<file path="src/rtl/ivc_pkg.sv">
package ivc_pkg;

  // Masking classes applied per level by the qualifier.
  typedef enum logic [1:0] {
    MASK_NEVER    = 2'd0,  // reset level: always taken
    MASK_EN_ONLY  = 2'd1,  // level shared by NMI and oscillator fault
    MASK_FULL     = 2'd2   // ordinary lines: own enable and global enable
  } mask_class_e;

  // Class of a given level for a controller with n_levels levels.
  function automatic mask_class_e class_of(input int lvl, input int n_levels);
    if (lvl == n_levels - 1)      return MASK_NEVER;
    else if (lvl == n_levels - 2) return MASK_EN_ONLY;
    else                          return MASK_FULL;
  endfunction

endpackage

</file>
<file path="src/rtl/ivc_qualify.sv">
module ivc_qualify
  import ivc_pkg::*;
#(
  parameter int LEVELS = 16,
  localparam int MASK_N = LEVELS - 2
) (
  input  logic              rst_req_i,
  input  logic              nmi_req_i,
  input  logic              ofault_req_i,
  input  logic              ofault_en_i,
  input  logic [MASK_N-1:0] mreq_i,
  input  logic [MASK_N-1:0] men_i,
  input  logic              gie_eff_i,
  output logic [LEVELS-1:0] qual_o
);

  for (genvar g = 0; g < LEVELS; g++) begin : g_lvl
    if (class_of(g, LEVELS) == MASK_NEVER) begin : g_never
      assign qual_o[g] = rst_req_i;
    end else if (class_of(g, LEVELS) == MASK_EN_ONLY) begin : g_en_only
      assign qual_o[g] = nmi_req_i | (ofault_req_i & ofault_en_i);
    end else begin : g_full
      assign qual_o[g] = mreq_i[g] & men_i[g] & gie_eff_i;
    end
  end

endmodule

</file>
<file path="src/rtl/ivc_prio_enc.sv">
module ivc_prio_enc #(
  parameter int LEVELS = 16,
  localparam int LVL_W = $clog2(LEVELS)
) (
  input  logic              clk,
  input  logic              rst_n,
  input  logic [LEVELS-1:0] qual_i,
  output logic              any_o,
  output logic [LVL_W-1:0]  lvl_o,
  output logic [LEVELS-1:0] grant_o
);

  always_comb begin
    any_o = 1'b0;
    lvl_o = '0;
    for (int i = 0; i < LEVELS; i++) begin
      if (qual_i[i]) begin
        any_o = 1'b1;
        lvl_o = LVL_W'(i);
      end
    end
    grant_o = any_o ? (LEVELS'(1) << lvl_o) : '0;
  end

  AST_GRANT_ONEHOT: assert property (@(posedge clk) disable iff (!rst_n)
    $onehot0(grant_o));
  AST_GRANT_SUBSET: assert property (@(posedge clk) disable iff (!rst_n)
    (grant_o & ~qual_i) == '0);
  AST_NONE_ABOVE: assert property (@(posedge clk) disable iff (!rst_n)
    any_o |-> ((qual_i >> lvl_o) >> 1) == '0);

endmodule

</file>
<file path="src/rtl/ivc_gie_ctrl.sv">
module ivc_gie_ctrl (
  input  logic clk,
  input  logic rst_n,
  input  logic set_i,
  input  logic clr_i,
  input  logic take_i,
  output logic gie_o,
  output logic gie_eff_o
);

  logic gie_q, gie_d, gie_ce;

  always_comb begin
    gie_ce = take_i | clr_i | set_i;
    if (take_i)     gie_d = 1'b0;
    else if (clr_i) gie_d = 1'b0;
    else            gie_d = 1'b1;
  end

  always_ff @(posedge clk or negedge rst_n) begin
    if (!rst_n)      gie_q <= 1'b0;
    else if (gie_ce) gie_q <= gie_d;
  end

  assign gie_o     = gie_q;
  assign gie_eff_o = gie_q & ~take_i;

  AST_ACK_CLEARS_GIE: assert property (@(posedge clk) disable iff (!rst_n)
    take_i |=> !gie_o);
  AST_CLR_WINS: assert property (@(posedge clk) disable iff (!rst_n)
    clr_i |=> !gie_o);
  AST_SET_GIE: assert property (@(posedge clk) disable iff (!rst_n)
    (set_i && !clr_i && !take_i) |=> gie_o);
  AST_GIE_HOLD: assert property (@(posedge clk) disable iff (!rst_n)
    (!set_i && !clr_i && !take_i) |=> $stable(gie_o));

endmodule

</file>
<file path="src/rtl/ivc_vec_reg.sv">
module ivc_vec_reg #(
  parameter int LEVELS = 16,
  parameter int ADDR_W = 16,
  parameter logic [ADDR_W-1:0] VEC_BASE = 16'hFFE0,
  localparam int LVL_W = $clog2(LEVELS)
) (
  input  logic              clk,
  input  logic              rst_n,
  input  logic              any_i,
  input  logic [LVL_W-1:0]  lvl_i,
  output logic              req_o,
  output logic [LVL_W-1:0]  lvl_o,
  output logic [ADDR_W-1:0] vec_o
);

  logic              req_q, req_d;
  logic [LVL_W-1:0]  lvl_q, lvl_d;
  logic [ADDR_W-1:0] vec_q, vec_d;
  logic              sel_ce;

  always_comb begin
    req_d  = any_i;
    sel_ce = any_i;
    lvl_d  = lvl_i;
    vec_d  = VEC_BASE + (ADDR_W'(lvl_i) << 1);
  end

  always_ff @(posedge clk or negedge rst_n) begin
    if (!rst_n) req_q <= 1'b0;
    else        req_q <= req_d;
  end

  always_ff @(posedge clk or negedge rst_n) begin
    if (!rst_n) begin
      lvl_q <= '0;
      vec_q <= VEC_BASE;
    end else if (sel_ce) begin
      lvl_q <= lvl_d;
      vec_q <= vec_d;
    end
  end

  assign req_o = req_q;
  assign lvl_o = lvl_q;
  assign vec_o = vec_q;

  AST_IDLE_HOLDS: assert property (@(posedge clk) disable iff (!rst_n)
    !any_i |=> (!req_o && $stable(lvl_o) && $stable(vec_o)));
  AST_STROBE_FOLLOWS: assert property (@(posedge clk) disable iff (!rst_n)
    any_i |=> (req_o && lvl_o == $past(lvl_i)));

endmodule

</file>
<file path="src/rtl/irq_vector_ctrl.sv">
module irq_vector_ctrl #(
  parameter int LEVELS = 16,
  parameter int ADDR_W = 16,
  parameter logic [ADDR_W-1:0] VEC_BASE = 16'hFFE0,
  localparam int LVL_W  = $clog2(LEVELS),
  localparam int MASK_N = LEVELS - 2
) (
  input  logic              clk,
  input  logic              rst_n,
  input  logic              rst_req_i,
  input  logic              nmi_req_i,
  input  logic              ofault_req_i,
  input  logic              ofault_en_i,
  input  logic [MASK_N-1:0] irq_req_i,
  input  logic [MASK_N-1:0] irq_en_i,
  input  logic              gie_set_i,
  input  logic              gie_clr_i,
  input  logic              ack_i,
  output logic              req_o,
  output logic [LVL_W-1:0]  level_o,
  output logic [ADDR_W-1:0] vec_addr_o,
  output logic              gie_o
);

  logic [LEVELS-1:0] qual;
  logic [LEVELS-1:0] grant;
  logic              any_q;
  logic [LVL_W-1:0]  win_lvl;
  logic              gie_eff;
  logic              take;

  assign take = ack_i & req_o;

  ivc_gie_ctrl u_gie (
    .clk       (clk),
    .rst_n     (rst_n),
    .set_i     (gie_set_i),
    .clr_i     (gie_clr_i),
    .take_i    (take),
    .gie_o     (gie_o),
    .gie_eff_o (gie_eff)
  );

  ivc_qualify #(.LEVELS(LEVELS)) u_qual (
    .rst_req_i    (rst_req_i),
    .nmi_req_i    (nmi_req_i),
    .ofault_req_i (ofault_req_i),
    .ofault_en_i  (ofault_en_i),
    .mreq_i       (irq_req_i),
    .men_i        (irq_en_i),
    .gie_eff_i    (gie_eff),
    .qual_o       (qual)
  );

  ivc_prio_enc #(.LEVELS(LEVELS)) u_enc (
    .clk     (clk),
    .rst_n   (rst_n),
    .qual_i  (qual),
    .any_o   (any_q),
    .lvl_o   (win_lvl),
    .grant_o (grant)
  );

  ivc_vec_reg #(.LEVELS(LEVELS), .ADDR_W(ADDR_W), .VEC_BASE(VEC_BASE)) u_vec (
    .clk   (clk),
    .rst_n (rst_n),
    .any_i (any_q),
    .lvl_i (win_lvl),
    .req_o (req_o),
    .lvl_o (level_o),
    .vec_o (vec_addr_o)
  );

  AST_RESET_WINS: assert property (@(posedge clk) disable iff (!rst_n)
    rst_req_i |=> (req_o && level_o == LVL_W'(LEVELS - 1)));
  AST_NMI_TAKEN: assert property (@(posedge clk) disable iff (!rst_n)
    (nmi_req_i && !rst_req_i) |=> (req_o && level_o == LVL_W'(LEVELS - 2)));
  AST_MASKED_HELD: assert property (@(posedge clk) disable iff (!rst_n)
    (!gie_o && !rst_req_i && !nmi_req_i && !(ofault_req_i && ofault_en_i))
      |=> !req_o);
  AST_ACK_NO_NEST: assert property (@(posedge clk) disable iff (!rst_n)
    (ack_i && req_o && !rst_req_i && !nmi_req_i && !(ofault_req_i && ofault_en_i))
      |=> !req_o);
  AST_ACK_IDLE: assert property (@(posedge clk) disable iff (!rst_n)
    (ack_i && !req_o && !gie_set_i && !gie_clr_i) |=> gie_o == $past(gie_o));
  AST_GRANT_MATCH: assert property (@(posedge clk) disable iff (!rst_n)
    (grant != '0) |=> (vec_addr_o == VEC_BASE + (ADDR_W'(level_o) << 1)));

endmodule

</file>
<file path="config.mk">
export PLATFORM = sky130hd
export DESIGN_NAME = irq_vector_ctrl
export DESIGN_NICKNAME = d
export VERILOG_FILES = /design/src/rtl/ivc_pkg.sv /design/src/rtl/ivc_qualify.sv /design/src/rtl/ivc_prio_enc.sv /design/src/rtl/ivc_gie_ctrl.sv /design/src/rtl/ivc_vec_reg.sv /design/src/rtl/irq_vector_ctrl.sv
export SDC_FILE = /design/constraint.sdc
export NUM_CORES = 1
export LEC_CHECK = 0
export BUFFER_PORTS_ARGS = -buffer_cell sky130_fd_sc_hd__buf_2
export CELL_PAD_IN_SITES_DETAIL_PLACEMENT = 1
export CELL_PAD_IN_SITES_GLOBAL_PLACEMENT = 2
export CORE_MARGIN = 3
export CORE_UTILIZATION = 14
export CTS_CLUSTER_DIAMETER = 120
export DETAILED_ROUTE_END_ITERATION = 10
export GPL_TIMING_DRIVEN = 0
export PLACE_DENSITY = 0.7
export SYNTH_ARGS = -nofsm -noshare
export SYNTH_HDL_FRONTEND = slang
export SYNTH_SLANG_ARGS = --single-unit
</file>
<file path="constraint.sdc">
create_clock -name clk -period 1.55 [get_ports clk]
set_clock_uncertainty 0.2 [all_clocks]
set_input_delay 0.31 -clock clk [delete_from_list [all_inputs] [get_ports clk]]
set_output_delay 0.31 -clock clk [all_outputs]
set_load 0.01 [all_outputs]
</file>
# Word-level counts from Yosys, hierarchy flattened
# Cells that the tools add are included.
[totals] regBits=22 romBits=0 elab_cells=73 ram_bits=0 latchBits=0 mem_count=0
[op_classes] n_lt_le_gt_ge=0 n_mux=33 n_eq_ne=0 div_mod_pow=0 add_sub_neg=1 multipliers=0 shifts=0 reduce_logical=0 bitwise_logic=35
[op_table] cell="$mux 4" count=8
[op_table] cell="$and 1x1->1" count=31
[op_table] cell="$mux 1" count=19
[op_table] cell="$mux 3" count=4
[op_table] cell="$add 6x6->7 const A" count=1
[op_table] cell="$mux 2" count=2
[op_table] cell="$or 1x1->1" count=3
[op_table] cell="$not 1->1" count=1

# Depth between registers and ports, before layout
[depth] ltp_word=20 depth_mapped=5 depth_no_buf=5

# Hierarchy
# A second synthesis with hierarchy kept.
[unflattened] cells_unflattened=107 area_unflattened_um2=833.3
[modules_own_cells] mod="ivc_prio_enc" seq_area_each_um2=0.0 area_per_inst_um2=365.4 instances=1 cells_per_inst=58
[modules_own_cells] mod="ivc_vec_reg" seq_area_each_um2=125.1 area_per_inst_um2=297.8 instances=1 cells_per_inst=27
[modules_own_cells] mod="ivc_qualify" seq_area_each_um2=0.0 area_per_inst_um2=118.9 instances=1 cells_per_inst=17
[modules_own_cells] mod="ivc_gie_ctrl" seq_area_each_um2=25.0 area_per_inst_um2=45.0 instances=1 cells_per_inst=4
[modules_own_cells] mod="irq_vector_ctrl" seq_area_each_um2=0.0 area_per_inst_um2=6.3 instances=1 cells_per_inst=1

# Worst setup path after synthesis
# No wires, ideal clock.
[synth_path] path_kind="register -> register" start="register u_gie.gie_q (netlist: u_gie.gie_o)" end="register u_vec.vec_q[1] (netlist: u_vec.vec_o[1])" stages_incl_launch_ff=6 path_slack_ps=-222 period_less_slack_ps=1772 path_buffers=0 arrival_time_ps=1433 path_cell_list="dfrtp_1 > a21boi_4 > o31ai_1 > and2_4 > and3_1 > or4_1"
[synth_between] elab_chain_len=18 elab_cells_between_ends=47 classes_between="add/sub (1); mux (31); bitwise (15)"
[synth_lines] item="from (decl)" line="ivc_gie_ctrl.sv:11" source="logic gie_q, gie_d, gie_ce;"
[synth_lines] item="from (signal assigned)" line="ivc_gie_ctrl.sv:22" source="else if (gie_ce) gie_q <= gie_d;"
[synth_lines] item="$and 1x1->1 *" line="ivc_gie_ctrl.sv:26" source="assign gie_eff_o = gie_q & ~take_i;"
[synth_lines] item="$and 1x1->1" line="ivc_qualify.sv:23" source="assign qual_o[g] = mreq_i[g] & men_i[g] & gie_eff_i;"
[synth_lines] item="$mux 1" line="ivc_prio_enc.sv:17" source="if (qual_i[i]) begin"
[synth_lines] item="$mux 2 or $mux 1 (tied branches) (2 in series)" line="ivc_prio_enc.sv:17"
[synth_lines] item="$mux 3 or $mux 1 (tied branches) (4 in series)" line="ivc_prio_enc.sv:17"
[synth_lines] item="$mux 4 or $mux 1 (tied branches) (8 in series)" line="ivc_prio_enc.sv:17"
[synth_lines] item="$add 6x6->7 or $mux 1 (tied branches)" line="ivc_vec_reg.sv:25, ivc_prio_enc.sv:17"
[synth_lines] item="to (signal assigned)" line="ivc_vec_reg.sv:39" source="vec_q <= vec_d;"
[synth_lines] item="to (decl)" line="ivc_vec_reg.sv:18" source="logic [ADDR_W-1:0] vec_q, vec_d;"
# Every way passes the cells marked *; elsewhere a longest branch is shown, timed or not.
# A chain may end at the register's enable or synchronous reset.

# Final worst setup path
[layout_path] start="register u_vec.req_q (netlist: u_vec.req_o)" end="register u_vec.vec_q[1] (netlist: u_vec.vec_o[1])"
[layout_between] elab_chain_len=20 elab_cells_between_ends=49 classes_between="add/sub (1); mux (31); bitwise (17)"
[layout_lines] item="from (decl)" line="ivc_vec_reg.sv:16" source="logic req_q, req_d;"
[layout_lines] item="from (signal assigned)" line="ivc_vec_reg.sv:30" source="else req_q <= req_d;"
[layout_lines] item="$and 1x1->1 *" line="irq_vector_ctrl.sv:32" source="assign take = ack_i & req_o;"
[layout_lines] item="$not 1->1 *" line="ivc_gie_ctrl.sv:26"
[layout_lines] item="$and 1x1->1 *" line="ivc_gie_ctrl.sv:26"
[layout_lines] item="$and 1x1->1" line="ivc_qualify.sv:23"
[layout_lines] item="$mux 1" line="ivc_prio_enc.sv:17"
[layout_lines] item="$mux 2 or $mux 1 (tied branches) (2 in series)" line="ivc_prio_enc.sv:17"
[layout_lines] item="$mux 3 or $mux 1 (tied branches) (4 in series)" line="ivc_prio_enc.sv:17"
[layout_lines] item="$mux 4 or $mux 1 (tied branches) (8 in series)" line="ivc_prio_enc.sv:17"
[layout_lines] item="$add 6x6->7 or $mux 1 (tied branches)" line="ivc_vec_reg.sv:25, ivc_prio_enc.sv:17"
# Marked as above.

==> results.md <==
- Unique masters post-synth: 26
- Number of buffers created by CTS: 3
- Seq/Total Area, Yosys: 0.254
- Final hold vios: 0
- Ant. Diodes: 0
- CP Max Fanout: 4
- Initial antenna violation count: 0
- Critical path launch point: u_vec.req_o
- Synthesized cell area: between 500 and 600 µm²
- CTS tree: done
- Post-synth EDFFs: 0
- Max-Cap Viols: 0
- Avg Cell Area, Syn: 8.00 µm²
- Dpl ws: -340 ps
- Reg2Reg Setup Slack: -220 ps
- RSZ-0062 raised after global routing: true
- Fillers: slightly above 500
- Status: finished, violations left
- CTS Root Cell: clkbuf_8
- Non-Filler Instances: 187
- Critical R2R Launch: u_vec.req_o
- Pwr/cell area: 603 nW/µm²
- Critical Path Sink Type: flip-flop
- Number of detailed-route iterations in the first pass: 4
- Final WS setup: -220 ps
- FP Rows: 23
- Global-route wire length before repair: 3.67 mm
- Leakage: ~0.00051 µW
- Most frequent cells after synthesis: 16 x buf_4, 15 x nand2_1, 6 x dfrtp_1, 5 x a22o_1, 4 x nand3_1
- I/O Pins: 59
- # DRC: 0
- CP Class: flip-flop to flip-flop
- Detailed-route via count: between 700 and 800
- HPWL Detailed: 1.94 mm
- Vias in the first global route: 810
- Largest net degree at the start of global routing: 7
- Gp weighted congestion: 0.704
- #FFs+latches synth: 6
- Crit path DAT: 1660 ps
- Proportion of layout cells with a drive suffix above 1: 0.526
- P&R area growth vs syn: 69.1%
- Die H: 71.0 µm
- Final period utilization: 1.14
- VDD IR max: 207 µV
- Failing checks: negative setup slack
- Drt via density: 3.97
- Top cell type by total area after synthesis: dfrtp_1
- Ys flop type: dfrtp_1
- Num Clock Sinks: 6
- Core ar.: 4030 µm²
- Reg-to-reg endpoint: u_vec.vec_o[1]
- Reg2reg path depth: 5
- Total gr overflow: 0
- Post-DRT Antenna Nets: 0
- Post-Place Cells: 180
- Most used standard cell by instance count after synthesis: buf_4
- Synth top area share: 0.254
- Worst Path Required: between 1000 and 1500 ps
- Final min period: 1770 ps
- Final setup viols: 1
- Final wirelength: 2.16 mm
- Fin Setup TNS: -220 ps
- Critical Path Source Type: flip-flop
- Die ar.: 5040 µm²
- Synth Instances: 74
- Max Freq: about 560 MHz
- Clock buffer depth: 2
- CTS clk-pin slew, worst paths: 40 ps
- CTS H-tree depth: 1
- CP Capture Point: u_vec.vec_o[1]
- I/O Buffers: 46
- Area contributors post-synth: dfrtp_1 25%, buf_4 20%, nand2_1 9.5%, a22o_1 7.4%, a22oi_1 3.8%
- GRT Resource Usage Total: 0.0892
- Clk Latency, worst-skew pair: 220 ps
- Fraction of registers with async set/reset: 1.00
- Max-slew violations: 0
- Initial DRC Count: 16
- Nets@finish: 176
- Die X: 71.0 µm
- Hold crit path type: input pin to flip-flop
- Initial core utilization: 0.147
- Synth Warn #: 0
- WL/cell: 11.6 µm
## report_power, final
group          switching (µW)  internal (µW)
Sequential               5.89            165
Clock                    64.8            167
Combinational            95.5            106
Total                     166            437
## layout make-up
type                    instances  area (µm²)  area share
multi-input cells              62         364       0.364
well taps                      50        62.6      0.0625
plain buffers                  16         120       0.120
repair buffers                 50         263       0.263
clock buffers                   3        41.3      0.0413
flip-flops and latches          6         150       0.150
## how the worst min path moves through the flow
stage,cells after the start,slack (ps),from,to
final,2,50,gie_clr_i,u_gie.gie_o
after global routing,2,60,gie_clr_i,u_gie.gie_o
after CTS,2,50,gie_clr_i,u_gie.gie_o
after detailed placement,1,-60,rst_n,u_gie.gie_o
after global placement,1,-60,rst_n,u_gie.gie_o
after floorplan,0,-190,rst_n,u_gie.gie_o
## flip-flops by register name, summed over array words and instances, names as in the netlist
name	cells
u_vec.vec_o	4
u_vec.req_o	1
u_gie.gie_o	1
## logic make-up (layout without fill, tap and decap cells)
family                 Yosys count  after routing  synth area share
AOI/OAI and AO/OA               22             22             0.313
buffers and inverters           16             69             0.203
DFF                              6              6             0.254
other                            2             12            0.0127
and+or+nand+nor                 28             28             0.218
## worst max-delay path: stages (launching register included)
cell and delay [ps]:
dfrtp_1 410, a21boi_4 200, o31ai_2 110, and2_4 160, and3_1 170, or4_1 390
## per-stage QoR
| step | total power (µW) | util | hold WS, ps | instance area [µm²] |
|---|---|---|---|---|
| after CTS | 613 | 0.247 | 47.9 | 993 |
| after floorplan | 279 | - | -186 | 634 |
| after global placement | 360 | 0.230 | -63.2 | 927 |
| final | 603 | 0.248 | 50.6 | 1000 |
| after global routing | 648 | 0.248 | 61.3 | 1000 |
| after detailed placement | 366 | 0.230 | -56.4 | 927 |
## per-layer routing
layer,track usage,up-vias,wire [µm]
met4,0.0376,0,47
met2,0.153,36,1080
li1,-,372,-
met5,0,-,0
met3,0.0213,6,155
met1,0.105,329,879
## timing repair
item,in CTS,in global routing
endpoints found under the hold margin,6,0
endpoints found under the setup margin,1,2
gates resized for setup,0,0
hold buffers,1,0
buffers inserted,2,1
gates cloned,0,0
## cells in the final DEF (no fill, tap or decap), types with 2 or more instances in the layout
cell type	Yosys	final
buf_2	0	46
buf_4	16	19
nand2_1	15	15
conb_1	2	12
dfrtp_1	6	6
a22o_1	5	5
nand3_1	4	4
a22oi_1	3	3
nor2_1	3	3
clkbuf_8	0	3
a32o_1	2	2
a31oi_1	2	2
Power figures use the tool's default switching activity.
